File: src/rtl/bridge_pkg.sv
package bridge_pkg;
  typedef enum logic [1:0] {
    ST_IDLE = 2'd0,
    ST_BUSY = 2'd1,
    ST_ERR  = 2'd2,
    ST_DIS  = 2'd3
  } bstat_t;

  localparam int CTL_RD     = 0;
  localparam int CTL_WR     = 1;
  localparam int CTL_BE_LSB = 4;
  localparam int CTL_ST_LSB = 12;
  localparam int CTL_INIT   = 31;

  localparam logic [1:0] SEL_CTRL = 2'd0;
  localparam logic [1:0] SEL_ADDR = 2'd1;
  localparam logic [1:0] SEL_DATA = 2'd2;
  localparam logic [1:0] SEL_TMO  = 2'd3;
endpackage

File: src/rtl/bridge_win_chk.sv
module bridge_win_chk #(
  parameter int          AW    = 32,
  parameter logic [AW-1:0] LO  = 'h1000,
  parameter logic [AW-1:0] HI  = 'h1FFF
) (
  input  logic [AW-1:0] addr,
  output logic          in_win
);
  always_comb in_win = (addr >= LO) && (addr <= HI);
endmodule

File: src/rtl/bridge_xfer.sv
module bridge_xfer #(
  parameter int TW = 32
) (
  input  logic          clk,
  input  logic          rst,
  input  logic          en,
  input  logic          launch,
  input  logic [TW-1:0] tmo,
  input  logic          m_ack,
  output logic          m_req,
  output logic          fin_ok,
  output logic          fin_tmo
);
  logic [TW-1:0] cnt_q;
  logic          tmo_on;

  assign tmo_on  = (tmo != '0);
  assign fin_ok  = m_req && m_ack;
  assign fin_tmo = m_req && !m_ack && tmo_on && (cnt_q == tmo - TW'(1));

  always_ff @(posedge clk) begin
    if (rst || !en) begin
      m_req <= 1'b0;
      cnt_q <= '0;
    end else if (launch) begin
      m_req <= 1'b1;
      cnt_q <= '0;
    end else if (m_req) begin
      if (fin_ok || fin_tmo) m_req <= 1'b0;
      else                   cnt_q <= cnt_q + TW'(1);
    end
  end


  tmo_bound_chk: assert property (@(posedge clk) disable iff (rst)
    (m_req && tmo_on) |-> (cnt_q < tmo));


  req_hold_chk: assert property (@(posedge clk) disable iff (rst)
    (m_req && !m_ack && !tmo_on && en) |=> m_req);
endmodule

File: src/rtl/csr_bus_bridge.sv
module csr_bus_bridge
  import bridge_pkg::*;
#(
  parameter int          RW        = 32,
  parameter logic [RW-1:0] WIN_BASE = 'h0000_1000,
  parameter logic [RW-1:0] WIN_LIMIT = 'h0000_1FFF
) (
  input  logic            clk,
  input  logic            rst,
  input  logic            en,
  input  logic            csr_we,
  input  logic [1:0]      csr_sel,
  input  logic [RW-1:0]   csr_wdata,
  output logic [RW-1:0]   csr_rdata,
  output logic            m_req,
  output logic            m_we,
  output logic [RW-1:0]   m_addr,
  output logic [RW-1:0]   m_wdata,
  output logic [RW/8-1:0] m_be,
  input  logic [RW-1:0]   m_rdata,
  input  logic            m_ack
);
  localparam int BEW = RW / 8;

  bstat_t          st_q;
  logic [BEW-1:0]  mask_q;
  logic [RW-1:0]   addr_q, data_q, tmo_q;
  logic            dir_wr_q;
  logic            in_win, fin_ok, fin_tmo;
  logic            wr_ok, wr_c, start, dir_ok, launch;
  logic [RW-1:0]   ctl_rb;

  bridge_win_chk #(.AW(RW), .LO(WIN_BASE), .HI(WIN_LIMIT)) u_win (
    .addr   (addr_q),
    .in_win (in_win)
  );

  bridge_xfer #(.TW(RW)) u_xfer (
    .clk     (clk),
    .rst     (rst),
    .en      (en),
    .launch  (launch),
    .tmo     (tmo_q),
    .m_ack   (m_ack),
    .m_req   (m_req),
    .fin_ok  (fin_ok),
    .fin_tmo (fin_tmo)
  );

  assign wr_ok  = (st_q != ST_BUSY);
  assign wr_c   = csr_we && (csr_sel == SEL_CTRL) && wr_ok;
  assign start  = wr_c && csr_wdata[CTL_INIT];
  assign dir_ok = csr_wdata[CTL_RD] ^ csr_wdata[CTL_WR];
  assign launch = start && en && (st_q != ST_DIS) && dir_ok && in_win;

  always_ff @(posedge clk) begin
    if (rst) begin
      st_q <= ST_IDLE;
    end else if (!en) begin
      st_q <= ST_DIS;
    end else if (st_q == ST_DIS) begin
      st_q <= ST_IDLE;
    end else if (fin_ok) begin
      st_q <= ST_IDLE;
    end else if (fin_tmo) begin
      st_q <= ST_ERR;
    end else if (start) begin
      st_q <= launch ? ST_BUSY : ST_ERR;
    end
  end

  always_ff @(posedge clk) begin
    if (rst) begin
      mask_q   <= '0;
      addr_q   <= '0;
      data_q   <= '0;
      tmo_q    <= '0;
      dir_wr_q <= 1'b0;
    end else begin
      if (wr_c) mask_q <= csr_wdata[CTL_BE_LSB +: BEW];
      if (launch) dir_wr_q <= csr_wdata[CTL_WR];
      if (csr_we && wr_ok && csr_sel == SEL_ADDR) addr_q <= csr_wdata;
      if (csr_we && wr_ok && csr_sel == SEL_TMO)  tmo_q  <= csr_wdata;
      if (fin_ok && !dir_wr_q)                     data_q <= m_rdata;
      else if (csr_we && wr_ok && csr_sel == SEL_DATA) data_q <= csr_wdata;
    end
  end

  always_comb begin
    ctl_rb = '0;
    ctl_rb[CTL_BE_LSB +: BEW] = mask_q;
    ctl_rb[CTL_ST_LSB +: 2]   = st_q;
  end

  always_ff @(posedge clk) begin
    if (rst) csr_rdata <= '0;
    else begin
      case (csr_sel)
        SEL_CTRL: csr_rdata <= ctl_rb;
        SEL_ADDR: csr_rdata <= addr_q;
        SEL_DATA: csr_rdata <= data_q;
        default:  csr_rdata <= tmo_q;
      endcase
    end
  end

  assign m_we    = dir_wr_q;
  assign m_addr  = addr_q;
  assign m_wdata = data_q;
  assign m_be    = dir_wr_q ? mask_q : '1;


  req_busy_chk: assert property (@(posedge clk) disable iff (rst)
    m_req |-> (st_q == ST_BUSY));


  req_window_chk: assert property (@(posedge clk) disable iff (rst)
    m_req |-> (m_addr >= WIN_BASE && m_addr <= WIN_LIMIT));


  en_low_chk: assert property (@(posedge clk) disable iff (rst)
    !en |=> (!m_req && st_q == ST_DIS));


  busy_mask_chk: assert property (@(posedge clk) disable iff (rst)
    (st_q == ST_BUSY && csr_we && csr_sel == SEL_CTRL) |=> $stable(mask_q));
endmodule

File: config.mk
export PLATFORM = sky130hd
export DESIGN_NAME = csr_bus_bridge
export DESIGN_NICKNAME = d
export VERILOG_FILES = /design/src/rtl/bridge_pkg.sv /design/src/rtl/bridge_win_chk.sv /design/src/rtl/bridge_xfer.sv /design/src/rtl/csr_bus_bridge.sv
export SDC_FILE = /design/constraint.sdc
export NUM_CORES = 1
export LEC_CHECK = 0
export ABC_AREA = 1
export BUFFER_PORTS_ARGS = -buffer_cell sky130_fd_sc_hd__buf_2
export CAP_MARGIN = 30
export CORE_MARGIN = 1
export CORE_UTILIZATION = 45
export CTS_CLUSTER_SIZE = 24
export DETAILED_ROUTE_END_ITERATION = 12
export GPL_TIMING_DRIVEN = 0
export PLACE_DENSITY = 0.66
export SLEW_MARGIN = 20
export SYNTH_ARGS = -nofsm -noshare
export SYNTH_HDL_FRONTEND = slang
export SYNTH_HIERARCHICAL = 1
export SYNTH_SLANG_ARGS = --single-unit
File: constraint.sdc
create_clock -name clk -period 2.3 [get_ports clk]
set_clock_uncertainty 0.15 [all_clocks]
set_input_delay 0.46 -clock clk [delete_from_list [all_inputs] [get_ports clk]]
set_output_delay 0.46 -clock clk [all_outputs]
set_load 0.005 [all_outputs]
---- After elaboration in Yosys (flattened, before gate mapping) ----
Cells that the tools add are included.
operators by class
  order comparisons ....................... 2
  mux-type cells .......................... 13
  reduce and logical (&&, ||, !) cells .... 27
  equality and inequality tests ........... 8
  add/sub/neg operators ................... 2
  bitwise logic cells ..................... 2
operator list
  kind                                                                      number
  32-bit case mux with 3 select lines                                       1
  32-bit two-way mux                                                        2
  32-bit by 1-bit adder with 32-bit output (second input constant)          1
  32-bit == test                                                            1
  32-bit by 13-bit >= comparator with 1-bit output (second input constant)  1
  32-bit by 13-bit <= comparator with 1-bit output (second input constant)  1
  32-bit nonzero test                                                       1
  32-bit by 1-bit subtractor with 32-bit output (second input constant)     1
  1-bit logical AND                                                         17
  2-bit two-way mux                                                         6
  2-bit == test (second input constant)                                     3
  5-bit by 1-bit != test with 1-bit output (second input constant)          1
  4-bit two-way mux                                                         1
  1-bit zero test                                                           3
  1-bit two-way mux                                                         3
  2-bit by 1-bit == test with 1-bit output (second input constant)          1
  2-bit zero test                                                           1
  1-bit logical OR                                                          2
  2-bit by 1-bit != test with 1-bit output (second input constant)          1
  2-bit != test (second input constant)                                     1
  2-bit AND reduction                                                       1
  2-bit nonzero test                                                        1
  2-bit OR reduction                                                        1
  1-bit NOT                                                                 1
  1-bit bitwise XOR                                                         1
storage, ports and cells
  bits of input ports ..................... 71
  output and inout bits ................... 102
  word-level logic and storage cells ...... 63
  bits in registers ....................... 168

---- Logic depth before layout (Yosys ltp) ----
  depth after elaboration ................. 14
  gate-level depth with buffers ........... 19
  gate-level depth less buffers ........... 18

---- By module ----
The synthesis kept the hierarchy.
by module, submodules not included
  module          cells each  instances  seq. area each (um2)  area each (um2)
  csr_bus_bridge  805         1          2,702.6               5,820.6
  bridge_xfer     665         1          660.6                 3,993.8
  bridge_win_chk  23          1          0.0                   97.6

---- Least setup slack after synthesis ----
Ideal clock, no wire load.
  kind .................................... reg2reg
  start point ............................. register tmo_q[0]
  end point ............................... register st_q[0]
  required time ........................... 2.030 ns
  stages on the path, launching flop included .. 16
  data arrival time ....................... 2.023 ns
  period minus slack after synthesis ...... 2.293 ns
  slack ................................... 0.007 ns
  setup time .............................. 0.120 ns
  buffers on the path ..................... 0
  cell sequence ........................... dfxtp_1 -> inv_1 -> ha_1 -> inv_1 -> nor2_1 -> nand2_1 -> o21ai_1 -> nand2_1 -> nand2_1 -> nand2_1 -> nor4_1 -> nand2_1 -> nor2_1 -> nor2_1 -> a21oi_1 -> a21oi_1
between the ends
  word-level cells in the longest chain between the ends .. 7
  elaborated cells on any way between the ends .. 10
  those cells by class .................... add/sub (1); eq/ne (2); mux (4); reduce/logical (3)
ends and longest elaborated chain
  what                                                                                         RTL line                              text
  start: declaration                                                                           csr_bus_bridge.sv:27                  logic [RW-1:0] addr_q, data_q, tmo_q;
  start signal: assignment                                                                     csr_bus_bridge.sv:83                  if (csr_we && wr_ok && csr_sel == SEL_TMO) tmo_q <= csr_wdata;
  32-bit by 1-bit subtractor with 32-bit output / 32-bit nonzero test (equally long branches)  bridge_xfer.sv:19, bridge_xfer.sv:17
  32-bit == test / 1-bit logical AND (equally long branches)                                   bridge_xfer.sv:19                     assign fin_tmo = m_req && !m_ack && tmo_on && (cnt_q == tmo - TW'(1));
  1-bit logical AND *                                                                          bridge_xfer.sv:19
  via fin_tmo                                                                                  csr_bus_bridge.sv:29                  logic in_win, fin_ok, fin_tmo;
  2-bit two-way mux                                                                            csr_bus_bridge.sv:65                  end else if (fin_tmo) begin
  2-bit two-way mux                                                                            csr_bus_bridge.sv:63                  end else if (fin_ok) begin
  2-bit two-way mux                                                                            csr_bus_bridge.sv:61                  end else if (st_q == ST_DIS) begin
  2-bit two-way mux                                                                            csr_bus_bridge.sv:59                  end else if (!en) begin
  end signal: assignment                                                                       csr_bus_bridge.sv:68                  st_q <= launch ? ST_BUSY : ST_ERR;
  end: declaration                                                                             csr_bus_bridge.sv:25                  bstat_t st_q;
Mark *: on every way through the listed nets, which the timed path passes. The rest lies on a longest branch.
A chain may end at the register's enable or synchronous reset.

---- Worst setup path after layout ----
  start point ............................. register tmo_q[13]
  end point ............................... register st_q[0]
Same word-level chain as after synthesis.

==> run metrics <==
r2r startpoint tmo_q[13]; RSZ-0062 raised after global routing yes; GP Congestion 0.9790; Critical Setup Path Class flip-flop to flip-flop; placed cells 1940; hold path cells 2; CTS root buffer clkbuf_16; Post-Syn Area per Cell 6.639 um2; max incr delay on CP around 0.38 ns; Hold Path Origin en; vias per inst approximately 5.3; synth cell count leaders nand2_1 (324), nor2_1 (208), inv_1 (195); DIE AREA 22620 um2; clock share of power a little under two fifths; Layout area overhead 22.23%; Flop pwr share 41.0%; cell area after layout 12120 um2; Setup WS post-layout -0.3672 ns; cell family with most CP delay simple AND/OR/NAND/NOR gates; Final Critical Period between 2 and 3 ns; number of flops mapped to enable cells by yosys 0; Cell Area, Synth 9912 um2; Worst Tran Pin Value slightly below 0.7 ns; ranking of synthesized cells by area dfxtp_1 (34%), nand2_1 (12%), nor2_1 (7.9%); largest net degree at the start of global routing 19; fin cells 1991; total gr overflow 0; DIE WIDTH 150.4 um; Filler cells 2127; First-pass DRT Iterations 5; asr flop ratio synth 0%; TritonCTS buffer count 17; Starting DRT DRC Count 712; Routed WL per cell between 15 and 20 um; area occupied by multi-input gates 5568 um2; leading area contributor after synthesis dfxtp_1; cell repeated most along the worst path nand2_1; Setup violations, final 35; crit share post-route 116.0%; hold crit path type input port to flip-flop; DRT antenna net count 0; Routed Wire Length 34420 um; Crit. End Element flip-flop; Row Count 53; Worst R2R End st_q[0]; WP data required 2.52 ns; register area between 3000 and 4000 um2; Starting Density a little under half; share of cells above drive strength 1 25.47%; CTS tree done; vias in the first global route ~9800; Diodes inserted 0; die height 150.4 um; clock tree sinks 168; hold worst-path end st_q[1]; Worst path slowest cell dfxtp_1; clock slew at reported path FFs 0.08 ns; Yosys top cell area share 33.93%; PortBufs 172; most common cell in the netlist nand2_1; flops & latches, synth 168; cts hold-fix bufs 0; Slew HR 53.75%; hold slack roughly 0.11 ns; CP Data Arrival Time between 2 and 3 ns; Worst Path Max Fanout 5; clk buf depth 2; IO Pins 173; Cell Int Power 5.103 mW; clock latency on the worst-skew pair 0.44 ns; first-pass GRT wire length 53140 um; core area 21290 um2; DR DRC count 0; Switching Share 33.48%; violated checks negative setup slack; Final Slew Violations 0; R2R Setup Slk -0.37 ns; P_leak 5.772 nW; final hold viol count 0; worst reg2reg path depth 15; pre-CTS setup slack -0.6733 ns; Ys Warns 6; syn nets roughly 1600; fin util between 50% and 60%; Critical Path, Cell by Cell nor2_1 > nand2_1 > nor2_4 > nand2_1 > o21ai_1 > nand2_1 > nand2_1 > nand2_1 > nor4_2 > nand2_1 > nor2_4 > nor3_4 > nand3b_1 > nand2_1 > a21oi_1; GRT Util Overall 30.96%; Total Neg Setup Slack -8.443 ns; Critical Path Start Type flip-flop; DP Area 11120 um2; Switch Pwr approximately 2.6 mW; routed vias 10493; fmax around 0.37 GHz; main flop type after synthesis dfxtp_1; CP bufs+invs 0; Nets 1776; final total power 7.671 mW; H-tree depth 4; Combinational Power Share 21.2%; PD cells 633.2 nW/um2; status finished with violations; number of distinct library cells after synthesis 45; initial antenna violation count 1; Cells after Synth 1493; Max Cap Viol 0; post-synthesis sequential area ratio 33.93%; IR drop worst, VDD 0.3963 mV; placed wire-length estimate 26520 um
[timing repair]
item / CTS / global route
gates cloned: 1 / 0
pin swaps: 19 / 16
setup buffers: 16 / 2
setup endpoints to repair: 35 / 35
gates resized for setup: 57 / 25
[placed cells by master, fill, tap and decap left out, types with 7 or more instances in the layout]
cell | Yosys | final
nand2_1 | 324 | 313
inv_1 | 195 | 192
nor2_1 | 208 | 190
buf_2 | 15 | 185
dfxtp_1 | 168 | 159
o21ai_0 | 82 | 81
nand3_1 | 73 | 67
o21ai_1 | 58 | 57
a21oi_1 | 49 | 49
xor2_1 | 45 | 44
nand2_2 | 35 | 43
nor2_2 | 26 | 36
a21oi_2 | 29 | 29
buf_4 | 8 | 26
clkbuf_1 | 25 | 22
nand4_1 | 20 | 20
o211ai_1 | 19 | 19
clkbuf_16 | 0 | 17
nor2_4 | 7 | 16
xnor2_1 | 17 | 16
buf_6 | 12 | 14
nor3_1 | 14 | 13
nor4_1 | 10 | 8
nand3_2 | 2 | 7
clkbuf_2 | 4 | 7
[how the worst max path moves through the flow]
stage	endpoint	cells past startpoint	from	slack, ns
2_1_floorplan	st_q[0]	15	tmo_q[0]	0.007
3_3_place_gp	st_q[0]	13	tmo_q[0]	-0.63
3_5_place_dp	st_q[0]	14	tmo_q[0]	-0.67
4_1_cts	st_q[0]	16	tmo_q[5]	-0.28
5_1_grt	st_q[0]	15	tmo_q[24]	-0.49
6_report	st_q[0]	15	tmo_q[13]	-0.37
[power by group through the flow]
| stage | logic (mW) | registers [mW] | clock network (mW) |
|---|---|---|---|
| floorplan | 0.915 | 3.17 | 0 |
| global placement | 1.37 | 3.20 | 0 |
| detailed placement | 1.39 | 3.20 | 0 |
| CTS | 1.52 | 3.14 | 2.93 |
| global route | 1.78 | 3.15 | 3.03 |
| finish | 1.62 | 3.14 | 2.91 |
[layer usage]
layer | up-vias | GRT usage [%] | part of all wire, %
li1 | 5148 | - | -
met1 | 4876 | 39.59 | 44
met2 | 389 | 50.71 | 47
met3 | 80 | 4.939 | 5.1
met4 | 0 | 14.65 | 3.8
met5 | - | 0 | 0
[cell type report]
| class | count | area share [%] |
|---|---|---|
| multi-input cells | 1054 | 45.96 |
| flip-flops and latches | 168 | 27.91 |
| repair buffers | 190 | 8.283 |
| inverters | 201 | 6.289 |
| plain buffers | 71 | 3.862 |
| clock buffers | 18 | 3.625 |
| well taps | 275 | 2.840 |
| clock inverters | 14 | 1.229 |
[logic make-up (layout without fill, tap and decap cells)]
logic type	Yosys count	in the layout	synth area share, %
compound gates	248	248	14.44
xor+xnor	63	63	5.718
fa+ha+maj	2	2	0.2524
buf+inv	272	494	12.27
flops	168	168	33.93
simple gates	740	741	33.39
[flip-flops by register name, summed over array words and instances (netlist names)]
name	cells
u_xfer/m_req	1
m_wdata	32
csr_rdata	32
tmo_q	32
mask_q	4
u_xfer/cnt_q	32
m_addr	32
st_q	2
m_we	1
Power figures use the tool's default switching activity.
